### src/rtl/pstate_pkg.sv
// Shared definitions for the performance-state controller.
// Holds the sequencer state type and the operating-point formulas, which the
// table and the reset values both use.
package pstate_pkg;

    typedef enum logic [3:0] {
        SQ_IDLE,
        SQ_VOLT_UP,
        SQ_WAIT_VR,
        SQ_FREQ_CHANGE,
        SQ_WAIT_LOCK,
        SQ_VOLT_DOWN,
        SQ_WAIT_VR2,
        SQ_DONE
    } seq_state_e;

    // Multiplier for a state index: a fixed step below the top value per index.
    function automatic int op_mult(int idx, int top, int step);
        return top - step * idx;
    endfunction

    // Voltage code for a state index: linear between the end points, rounded down.
    function automatic int op_vid(int idx, int n_states, int top, int bot);
        return top - (idx * (top - bot)) / (n_states - 1);
    endfunction

endpackage

### src/rtl/pstate_req_regs.sv
// Per-core request registers.
// Each core has a write strobe that shares one index bus. Indices above the
// slowest state are saturated on write. Reset puts every request at the
// slowest state.
module pstate_req_regs #(
    parameter int N_CORES  = 4,
    parameter int N_STATES = 6,
    parameter int IDX_W    = 3
) (
    input  logic                            clk,
    input  logic                            rst_n,
    input  logic [N_CORES-1:0]              wr_en,
    input  logic [IDX_W-1:0]                wr_idx,
    output logic [N_CORES-1:0][IDX_W-1:0]   req_q
);
    localparam logic [IDX_W-1:0] MAX_IDX = IDX_W'(N_STATES - 1);

    logic [IDX_W-1:0] wr_sat;

    // Clamp the written index to the slowest valid state.
    always_comb wr_sat = (wr_idx > MAX_IDX) ? MAX_IDX : wr_idx;

    for (genvar c = 0; c < N_CORES; c++) begin : g_core
        // Capture one core's request on its strobe.
        always_ff @(posedge clk) begin
            if (!rst_n)          req_q[c] <= MAX_IDX;
            else if (wr_en[c])   req_q[c] <= wr_sat;
        end

        AST_REQ_SATURATE: assert property (@(posedge clk) disable iff (!rst_n)
            (wr_en[c] && wr_idx > MAX_IDX) |=> (req_q[c] == MAX_IDX));
    end

endmodule

### src/rtl/pstate_arbiter.sv
// Target resolution.
// Takes the smallest index, which is the best performance, over the active
// cores. Then applies the thermal cap, whose limit index is saturated to the
// slowest state. tgt_vld is low when no core is active.
module pstate_arbiter #(
    parameter int N_CORES  = 4,
    parameter int N_STATES = 6,
    parameter int IDX_W    = 3
) (
    input  logic [N_CORES-1:0][IDX_W-1:0]   req_q,
    input  logic [N_CORES-1:0]              core_active,
    input  logic                            therm_lim,
    input  logic [IDX_W-1:0]                therm_idx,
    output logic [IDX_W-1:0]                tgt,
    output logic                            tgt_vld
);
    localparam logic [IDX_W-1:0] MAX_IDX = IDX_W'(N_STATES - 1);

    logic [IDX_W-1:0] best;
    logic [IDX_W-1:0] cap;

    // Minimum over active requests, then the thermal clamp.
    always_comb begin
        best    = MAX_IDX;
        tgt_vld = 1'b0;
        for (int c = 0; c < N_CORES; c++) begin
            if (core_active[c] && req_q[c] < best) best = req_q[c];
            if (core_active[c]) tgt_vld = 1'b1;
        end
        cap = (therm_idx > MAX_IDX) ? MAX_IDX : therm_idx;
        tgt = (therm_lim && best < cap) ? cap : best;
    end

endmodule

### src/rtl/pstate_optable.sv
// Operating-point lookup.
// A computed table of multiplier and voltage code per state, read through one
// port. An out-of-range index reads the slowest entry.
module pstate_optable
    import pstate_pkg::*;
#(
    parameter int N_STATES  = 6,
    parameter int IDX_W     = 3,
    parameter int MULT_W    = 5,
    parameter int VID_W     = 8,
    parameter int MULT_TOP  = 16,
    parameter int MULT_STEP = 2,
    parameter int VID_TOP   = 148,
    parameter int VID_BOT   = 96
) (
    input  logic [IDX_W-1:0]  idx,
    output logic [MULT_W-1:0] mult,
    output logic [VID_W-1:0]  vid
);
    logic [MULT_W-1:0] mult_tab [N_STATES];
    logic [VID_W-1:0]  vid_tab  [N_STATES];

    for (genvar s = 0; s < N_STATES; s++) begin : g_entry
        assign mult_tab[s] = MULT_W'(op_mult(s, MULT_TOP, MULT_STEP));
        assign vid_tab[s]  = VID_W'(op_vid(s, N_STATES, VID_TOP, VID_BOT));
    end

    logic in_range;

    // Select the entry, falling back to the slowest state.
    always_comb begin
        in_range = ({1'b0, idx} < (IDX_W+1)'(N_STATES));
        mult     = in_range ? mult_tab[idx] : mult_tab[N_STATES-1];
        vid      = in_range ? vid_tab[idx]  : vid_tab[N_STATES-1];
    end

endmodule

### src/rtl/pstate_seq.sv
// Transition sequencer.
// Assumes new_* describe tgt_q and old_* describe cur_state, both through
// table lookups outside. Raises voltage before frequency and lowers frequency
// before voltage. Waits for the regulator with a cycle timeout. On a timeout
// it restores the old point and commits nothing.
module pstate_seq
    import pstate_pkg::*;
#(
    parameter int IDX_W       = 3,
    parameter int MULT_W      = 5,
    parameter int VID_W       = 8,
    parameter int TIMEOUT_CYC = 1024,
    parameter logic [IDX_W-1:0]  RST_IDX  = '0,
    parameter logic [MULT_W-1:0] RST_MULT = '0,
    parameter logic [VID_W-1:0]  RST_VID  = '0
) (
    input  logic              clk,
    input  logic              rst_n,
    input  logic [IDX_W-1:0]  tgt,
    input  logic              tgt_vld,
    input  logic [MULT_W-1:0] new_mult,
    input  logic [VID_W-1:0]  new_vid,
    input  logic [MULT_W-1:0] old_mult,
    input  logic [VID_W-1:0]  old_vid,
    input  logic              vr_ready,
    input  logic              pll_lock,
    output logic [IDX_W-1:0]  tgt_q,
    output logic [IDX_W-1:0]  cur_state,
    output logic [VID_W-1:0]  vid_out,
    output logic [MULT_W-1:0] pll_mult,
    output logic              clk_gate_req,
    output logic              busy,
    output logic              vr_err
);
    localparam int CNT_W = $clog2(TIMEOUT_CYC + 1);
    localparam logic [CNT_W-1:0] CNT_LAST = CNT_W'(TIMEOUT_CYC - 1);

    seq_state_e        st;
    logic              dn_q;
    logic              abort_q;
    logic [CNT_W-1:0]  wcnt;

    // Main sequencing of voltage, frequency and status.
    always_ff @(posedge clk) begin
        if (!rst_n) begin
            st           <= SQ_IDLE;
            tgt_q        <= RST_IDX;
            cur_state    <= RST_IDX;
            vid_out      <= RST_VID;
            pll_mult     <= RST_MULT;
            clk_gate_req <= 1'b0;
            vr_err       <= 1'b0;
            dn_q         <= 1'b0;
            abort_q      <= 1'b0;
            wcnt         <= '0;
        end else begin
            case (st)
                SQ_IDLE: begin
                    abort_q <= 1'b0;
                    if (tgt_vld && tgt != cur_state) begin
                        tgt_q <= tgt;
                        dn_q  <= (tgt > cur_state);
                        st    <= (tgt < cur_state) ? SQ_VOLT_UP : SQ_FREQ_CHANGE;
                    end
                end
                SQ_VOLT_UP: begin
                    vid_out <= new_vid;
                    wcnt    <= '0;
                    st      <= SQ_WAIT_VR;
                end
                SQ_WAIT_VR: begin
                    if (vr_ready) begin
                        st <= SQ_FREQ_CHANGE;
                    end else if (wcnt == CNT_LAST) begin
                        vr_err  <= 1'b1;
                        vid_out <= old_vid;
                        abort_q <= 1'b1;
                        st      <= SQ_DONE;
                    end else begin
                        wcnt <= wcnt + 1'b1;
                    end
                end
                SQ_FREQ_CHANGE: begin
                    pll_mult     <= abort_q ? old_mult : new_mult;
                    clk_gate_req <= 1'b1;
                    st           <= SQ_WAIT_LOCK;
                end
                SQ_WAIT_LOCK: begin
                    if (pll_lock) begin
                        clk_gate_req <= 1'b0;
                        st <= (dn_q && !abort_q) ? SQ_VOLT_DOWN : SQ_DONE;
                    end
                end
                SQ_VOLT_DOWN: begin
                    vid_out <= new_vid;
                    wcnt    <= '0;
                    st      <= SQ_WAIT_VR2;
                end
                SQ_WAIT_VR2: begin
                    if (vr_ready) begin
                        st <= SQ_DONE;
                    end else if (wcnt == CNT_LAST) begin
                        vr_err  <= 1'b1;
                        vid_out <= old_vid;
                        abort_q <= 1'b1;
                        st      <= SQ_FREQ_CHANGE;
                    end else begin
                        wcnt <= wcnt + 1'b1;
                    end
                end
                SQ_DONE: begin
                    if (!abort_q) cur_state <= tgt_q;
                    st <= SQ_IDLE;
                end
                default: st <= SQ_IDLE;
            endcase
        end
    end

    // Busy whenever the sequencer is away from idle.
    always_comb busy = (st != SQ_IDLE);

    AST_MULT_UNDER_GATE: assert property (@(posedge clk) disable iff (!rst_n)
        (pll_mult != $past(pll_mult)) |-> clk_gate_req);
    AST_GATE_DROP_ON_LOCK: assert property (@(posedge clk) disable iff (!rst_n)
        $fell(clk_gate_req) |-> $past(pll_lock));
    AST_MULT_UP_VOLT_STILL: assert property (@(posedge clk) disable iff (!rst_n)
        (pll_mult > $past(pll_mult)) |-> $stable(vid_out));
    AST_VOLT_DOWN_FREQ_DONE: assert property (@(posedge clk) disable iff (!rst_n)
        (vid_out < $past(vid_out)) |-> ($stable(pll_mult) && !clk_gate_req));
    AST_STATUS_ON_DONE: assert property (@(posedge clk) disable iff (!rst_n)
        (cur_state != $past(cur_state)) |-> ($past(st) == SQ_DONE));
    AST_ERR_FROM_WAIT: assert property (@(posedge clk) disable iff (!rst_n)
        $rose(vr_err) |-> (($past(st) == SQ_WAIT_VR || $past(st) == SQ_WAIT_VR2)
                          && !$past(vr_ready)));
    AST_ERR_STICKY: assert property (@(posedge clk) disable iff (!rst_n)
        $past(vr_err) |-> vr_err);
    AST_WAIT_BOUND: assert property (@(posedge clk) disable iff (!rst_n)
        wcnt <= CNT_LAST);

endmodule

### src/rtl/pstate_ctrl.sv
// Performance-state controller top.
// Chains the request registers, target resolution, two table lookups (target
// and current) and the transition sequencer. Regulator and PLL sit outside
// behind ready and lock inputs.
module pstate_ctrl
    import pstate_pkg::*;
#(
    parameter int N_CORES     = 4,
    parameter int N_STATES    = 6,
    parameter int MULT_W      = 5,
    parameter int VID_W       = 8,
    parameter int MULT_TOP    = 16,
    parameter int MULT_STEP   = 2,
    parameter int VID_TOP     = 148,
    parameter int VID_BOT     = 96,
    parameter int TIMEOUT_CYC = 1024,
    parameter int IDX_W       = $clog2(N_STATES)
) (
    input  logic               clk,
    input  logic               rst_n,
    input  logic [N_CORES-1:0] req_wr,
    input  logic [IDX_W-1:0]   req_idx,
    input  logic [N_CORES-1:0] core_active,
    input  logic               therm_lim,
    input  logic [IDX_W-1:0]   therm_idx,
    input  logic               vr_ready,
    input  logic               pll_lock,
    output logic [VID_W-1:0]   vid_out,
    output logic [MULT_W-1:0]  pll_mult,
    output logic               clk_gate_req,
    output logic [IDX_W-1:0]   cur_state,
    output logic               busy,
    output logic               vr_err
);
    localparam int                RST_I    = N_STATES - 1;
    localparam logic [IDX_W-1:0]  RST_IDX  = IDX_W'(RST_I);
    localparam logic [MULT_W-1:0] RST_MULT = MULT_W'(op_mult(RST_I, MULT_TOP, MULT_STEP));
    localparam logic [VID_W-1:0]  RST_VID  = VID_W'(op_vid(RST_I, N_STATES, VID_TOP, VID_BOT));

    logic [N_CORES-1:0][IDX_W-1:0] req_q;
    logic [IDX_W-1:0]  arb_tgt, tgt_q;
    logic              arb_vld;
    logic [MULT_W-1:0] new_mult, old_mult;
    logic [VID_W-1:0]  new_vid, old_vid;

    pstate_req_regs #(.N_CORES(N_CORES), .N_STATES(N_STATES), .IDX_W(IDX_W)) u_regs (
        .clk(clk), .rst_n(rst_n), .wr_en(req_wr), .wr_idx(req_idx), .req_q(req_q)
    );

    pstate_arbiter #(.N_CORES(N_CORES), .N_STATES(N_STATES), .IDX_W(IDX_W)) u_arb (
        .req_q(req_q), .core_active(core_active), .therm_lim(therm_lim),
        .therm_idx(therm_idx), .tgt(arb_tgt), .tgt_vld(arb_vld)
    );

    pstate_optable #(.N_STATES(N_STATES), .IDX_W(IDX_W), .MULT_W(MULT_W), .VID_W(VID_W),
                     .MULT_TOP(MULT_TOP), .MULT_STEP(MULT_STEP),
                     .VID_TOP(VID_TOP), .VID_BOT(VID_BOT)) u_tab_new (
        .idx(tgt_q), .mult(new_mult), .vid(new_vid)
    );

    pstate_optable #(.N_STATES(N_STATES), .IDX_W(IDX_W), .MULT_W(MULT_W), .VID_W(VID_W),
                     .MULT_TOP(MULT_TOP), .MULT_STEP(MULT_STEP),
                     .VID_TOP(VID_TOP), .VID_BOT(VID_BOT)) u_tab_old (
        .idx(cur_state), .mult(old_mult), .vid(old_vid)
    );

    pstate_seq #(.IDX_W(IDX_W), .MULT_W(MULT_W), .VID_W(VID_W), .TIMEOUT_CYC(TIMEOUT_CYC),
                 .RST_IDX(RST_IDX), .RST_MULT(RST_MULT), .RST_VID(RST_VID)) u_seq (
        .clk(clk), .rst_n(rst_n), .tgt(arb_tgt), .tgt_vld(arb_vld),
        .new_mult(new_mult), .new_vid(new_vid), .old_mult(old_mult), .old_vid(old_vid),
        .vr_ready(vr_ready), .pll_lock(pll_lock), .tgt_q(tgt_q), .cur_state(cur_state),
        .vid_out(vid_out), .pll_mult(pll_mult), .clk_gate_req(clk_gate_req),
        .busy(busy), .vr_err(vr_err)
    );

    AST_THERM_CAP: assert property (@(posedge clk) disable iff (!rst_n)
        (therm_lim && arb_vld) |->
        (arb_tgt >= ((therm_idx > RST_IDX) ? RST_IDX : therm_idx)));

endmodule

### config.mk
export PLATFORM = sky130hd
export DESIGN_NAME = pstate_ctrl
export DESIGN_NICKNAME = d
export VERILOG_FILES = /design/src/rtl/pstate_pkg.sv /design/src/rtl/pstate_req_regs.sv /design/src/rtl/pstate_arbiter.sv /design/src/rtl/pstate_optable.sv /design/src/rtl/pstate_seq.sv /design/src/rtl/pstate_ctrl.sv
export SDC_FILE = /design/constraint.sdc
export NUM_CORES = 1
export LEC_CHECK = 0
export ABC_AREA = 1
export BUFFER_PORTS_ARGS = -buffer_cell sky130_fd_sc_hd__buf_4
export CAP_MARGIN = 20
export CORE_MARGIN = 2
export CORE_UTILIZATION = 45
export DETAILED_ROUTE_END_ITERATION = 6
export GPL_TIMING_DRIVEN = 0
export PLACE_DENSITY = 0.75
export RECOVER_POWER = 50
export SLEW_MARGIN = 5
export SYNTH_ARGS = -nofsm -noshare
export SYNTH_HDL_FRONTEND = slang
export SYNTH_HIERARCHICAL = 1
export SYNTH_SLANG_ARGS = --single-unit
### constraint.sdc
create_clock -name clk -period 4.77 [get_ports clk]
set_input_delay 0.2385 -clock clk [delete_from_list [all_inputs] [get_ports clk]]
set_output_delay 0.2385 -clock clk [all_outputs]
set_load 0.01 [all_outputs]
==> flow_summary.ini <==
[pwr]
power.total_mw = 1.92
cellPowerDensity_nw_per_um2 = 444
p_leak_nw = 2.06
ir_drop_uv = 226

[sta]
setup_viol_count_final = 0
slew_headroom_pct = 63.0
final_max_slew_viol_count = 0
worst_pin_slew_ns = 0.555
timing.fmax_mhz = 215
period_minus_slack_ns = 4.65
rsz0062_at_grt = true
hold_viol = 0
fin_crit_sh_pct = 97.6
finClkSkew_ns = 0.00874

[drt]
ant_nets = 0
drc_errors = 0
num_vias = 3355
dr.pass1.iters = 4
vias_per_cell = 4.98
drt_iter0_drc = 140
wirelength_mm = 8.19
wl_per_cell_um = 12.2

[clock_tree]
cts_num_sinks = 49
cts_root_buf = clkbuf_8
cts_tree = yes
clk_latency_ns = 0.31
clk_pin_slew_worst_paths_ns = 0.09
clock_tree.buffer_depth = 2
numCtsBuffers = 5
clock_tree.htree_level_count = 2
hold_buffers = 0

[cells_and_area]
multi_input_area_um2 = 2260
fillers = 694
drive_gt1_share_pct = 31.1
area_growth_pct = 27.6
layout_common_cells = 115 x nand2_1, 65 x buf_4, 61 x inv_1
n_antenna_cell = 0
final_common_cell = nand2_1
nets = 613
regArea_um2 = 983
final-instance-count-excl-fill = 674
design_area_um2 = 4340

[floorplanning]
rows = 31
ioPinCount = 38
die_h_um = 90.9
fp.dieW_um = 90.9
fp.coreArea_um2 = 7290
start_util_pct = 46.6
die-area_um2 = 8270

[place]
portBuffers = 37
gp_congestion = 0.798
dp_hpwl_mm = 5.71
place_inst = 646
placed_area_um2 = 3800

[grt]
grt_pass1_vias = 3051
grt_first_pass_wirelength_mm = 13.4
grt_max_degree = 15
grt-ovfl-total = 0
track_usage_pct = 19.4
grt_antenna_before_repair = 0

[logic_synthesis]
synth_area_um2 = 3400
syn_inst = 510
synth_cell_types = 38
ys_warn_count = 6
seq_area_frac_synth_pct = 28.9
synth.avg_cell_area_um2 = 6.67
syn_nets = 549
synth-seq-cells = 49

[critical_path]
endpoint_kind = register
crit_top_cell = nand2_2
crit_path_max_incr_delay_ns = 0.34
critPathArrivalTime_ns = 4.87
crit_slowest_cell = dfxtp_2
crit_type = register to register
critPathMaxFanout = 5
cp-start-kind = register
path_buf_inv = 2
required_ns = 4.98
cp_top_family = simple AND/OR/NAND/NOR gates

[worst_hold_path]
min_path_type = input port to register

[run_status]
status = finished, final reports clean

[flow_run]
cap_violations = 0
[through the flow]
step,setup WS (ns),utilization [%],hold WS [ns],setup TNS [ns]
2_1_floorplan,0.0539,-,0.342,0
3_3_place_gp,-0.456,52.1,0.437,-2.53
3_5_place_dp,-0.682,52.1,0.444,-3.82
4_1_cts,0.00447,56.3,0.137,0
5_1_grt,-0.180,59.5,0.151,-0.906
6_report,0.117,59.5,0.140,0
[cell type report]
| class | count | area share, % |
|---|---|---|
| Clock inverter | 1 | 0.692 |
| Tap cell | 99 | 2.86 |
| Timing Repair Buffer | 57 | 9.95 |
| Inverter | 71 | 6.23 |
| Multi-Input combinational cell | 370 | 52.1 |
| Sequential cell | 49 | 22.7 |
| Buffer | 20 | 3.46 |
| Clock buffer | 7 | 1.99 |
[power by group]
group          switching, mW  leakage (nW)  internal [mW]
sequential            0.0908         0.402          0.494
combinational          0.586          1.60          0.438
clock                  0.145        0.0585          0.171
[metal layers]
metal	vias up	global-route usage, %	wire length [um]
met4	0	5.68	176
met5	-	0	0
met3	18	3.26	269
li1	1730	-	-
met1	1536	22.6	3670
met2	71	36.3	4080
[logic make-up (layout without fill, tap and decap cells)]
kind of cell	count (synthesis)	after routing	share of synthesized area (%)
other	2	2	0.221
buffers and inverters	91	156	12.4
AOI/OAI and AO/OA	73	73	12.7
adders and majority gates	20	20	7.36
DFF	49	49	28.9
and+or+nand+nor	275	275	38.5
[registers in the layout, indices dropped and copies added (netlist names)]
name and count:
u_seq/vr_err 1, u_seq/dn_q 1, u_seq/st 3, u_seq/vid_out 8, u_seq/clk_gate_req 1, u_seq/tgt_q 3, u_seq/abort_q 1, u_seq/cur_state 3
u_seq/pll_mult 5, u_seq/wcnt 11, u_regs/req_q 12
[Yosys cell counts (all sizes together)]
cell type  number  area [um2]
a21oi          36         214
nand3          51         295
a211oi          1        7.51
nand2         152         676
o21ai          25         133
o21bai          2        15.0
inv            70         265
buf            17         139
nor2           63         282
dfxtp          49         981
nor3            2        10.0
a21boi          2        15.0
conb            2        7.51
clkbuf          3        11.3
and2            1        7.51
clkinv          1        5.00
o31ai           2        15.0
a31oi           3        18.8
nand4           4        25.0
ha             20         250
or2             2        12.5
o211ai          2        15.0
[tightest hold or removal path, cell delays in order]
cell,delay [ns]
buf_4,0.10
nand2_1,0.05
nand2_1,0.04
[worst paths after layout]
path	from	cells past startpoint	slack (ns)	end
worst max-delay path	u_regs/req_q[1]	34	0.12	u_seq/st[1]
worst min-delay path	req_wr[2]	3	0.14	u_regs/req_q[6]
worst max register to register	u_regs/req_q[1]	34	0.12	u_seq/st[1]
worst min register to register	u_seq/vr_err	2	0.46	u_seq/vr_err
[timing repair]
action / in CTS / in global routing
endpoints found under the setup margin: 6 / 6
gates resized for setup: 23 / 37
cloned: 0 / 0
setup buffers: 14 / 6
pin swaps: 11 / 28
(Power assumes the default switching activity.)
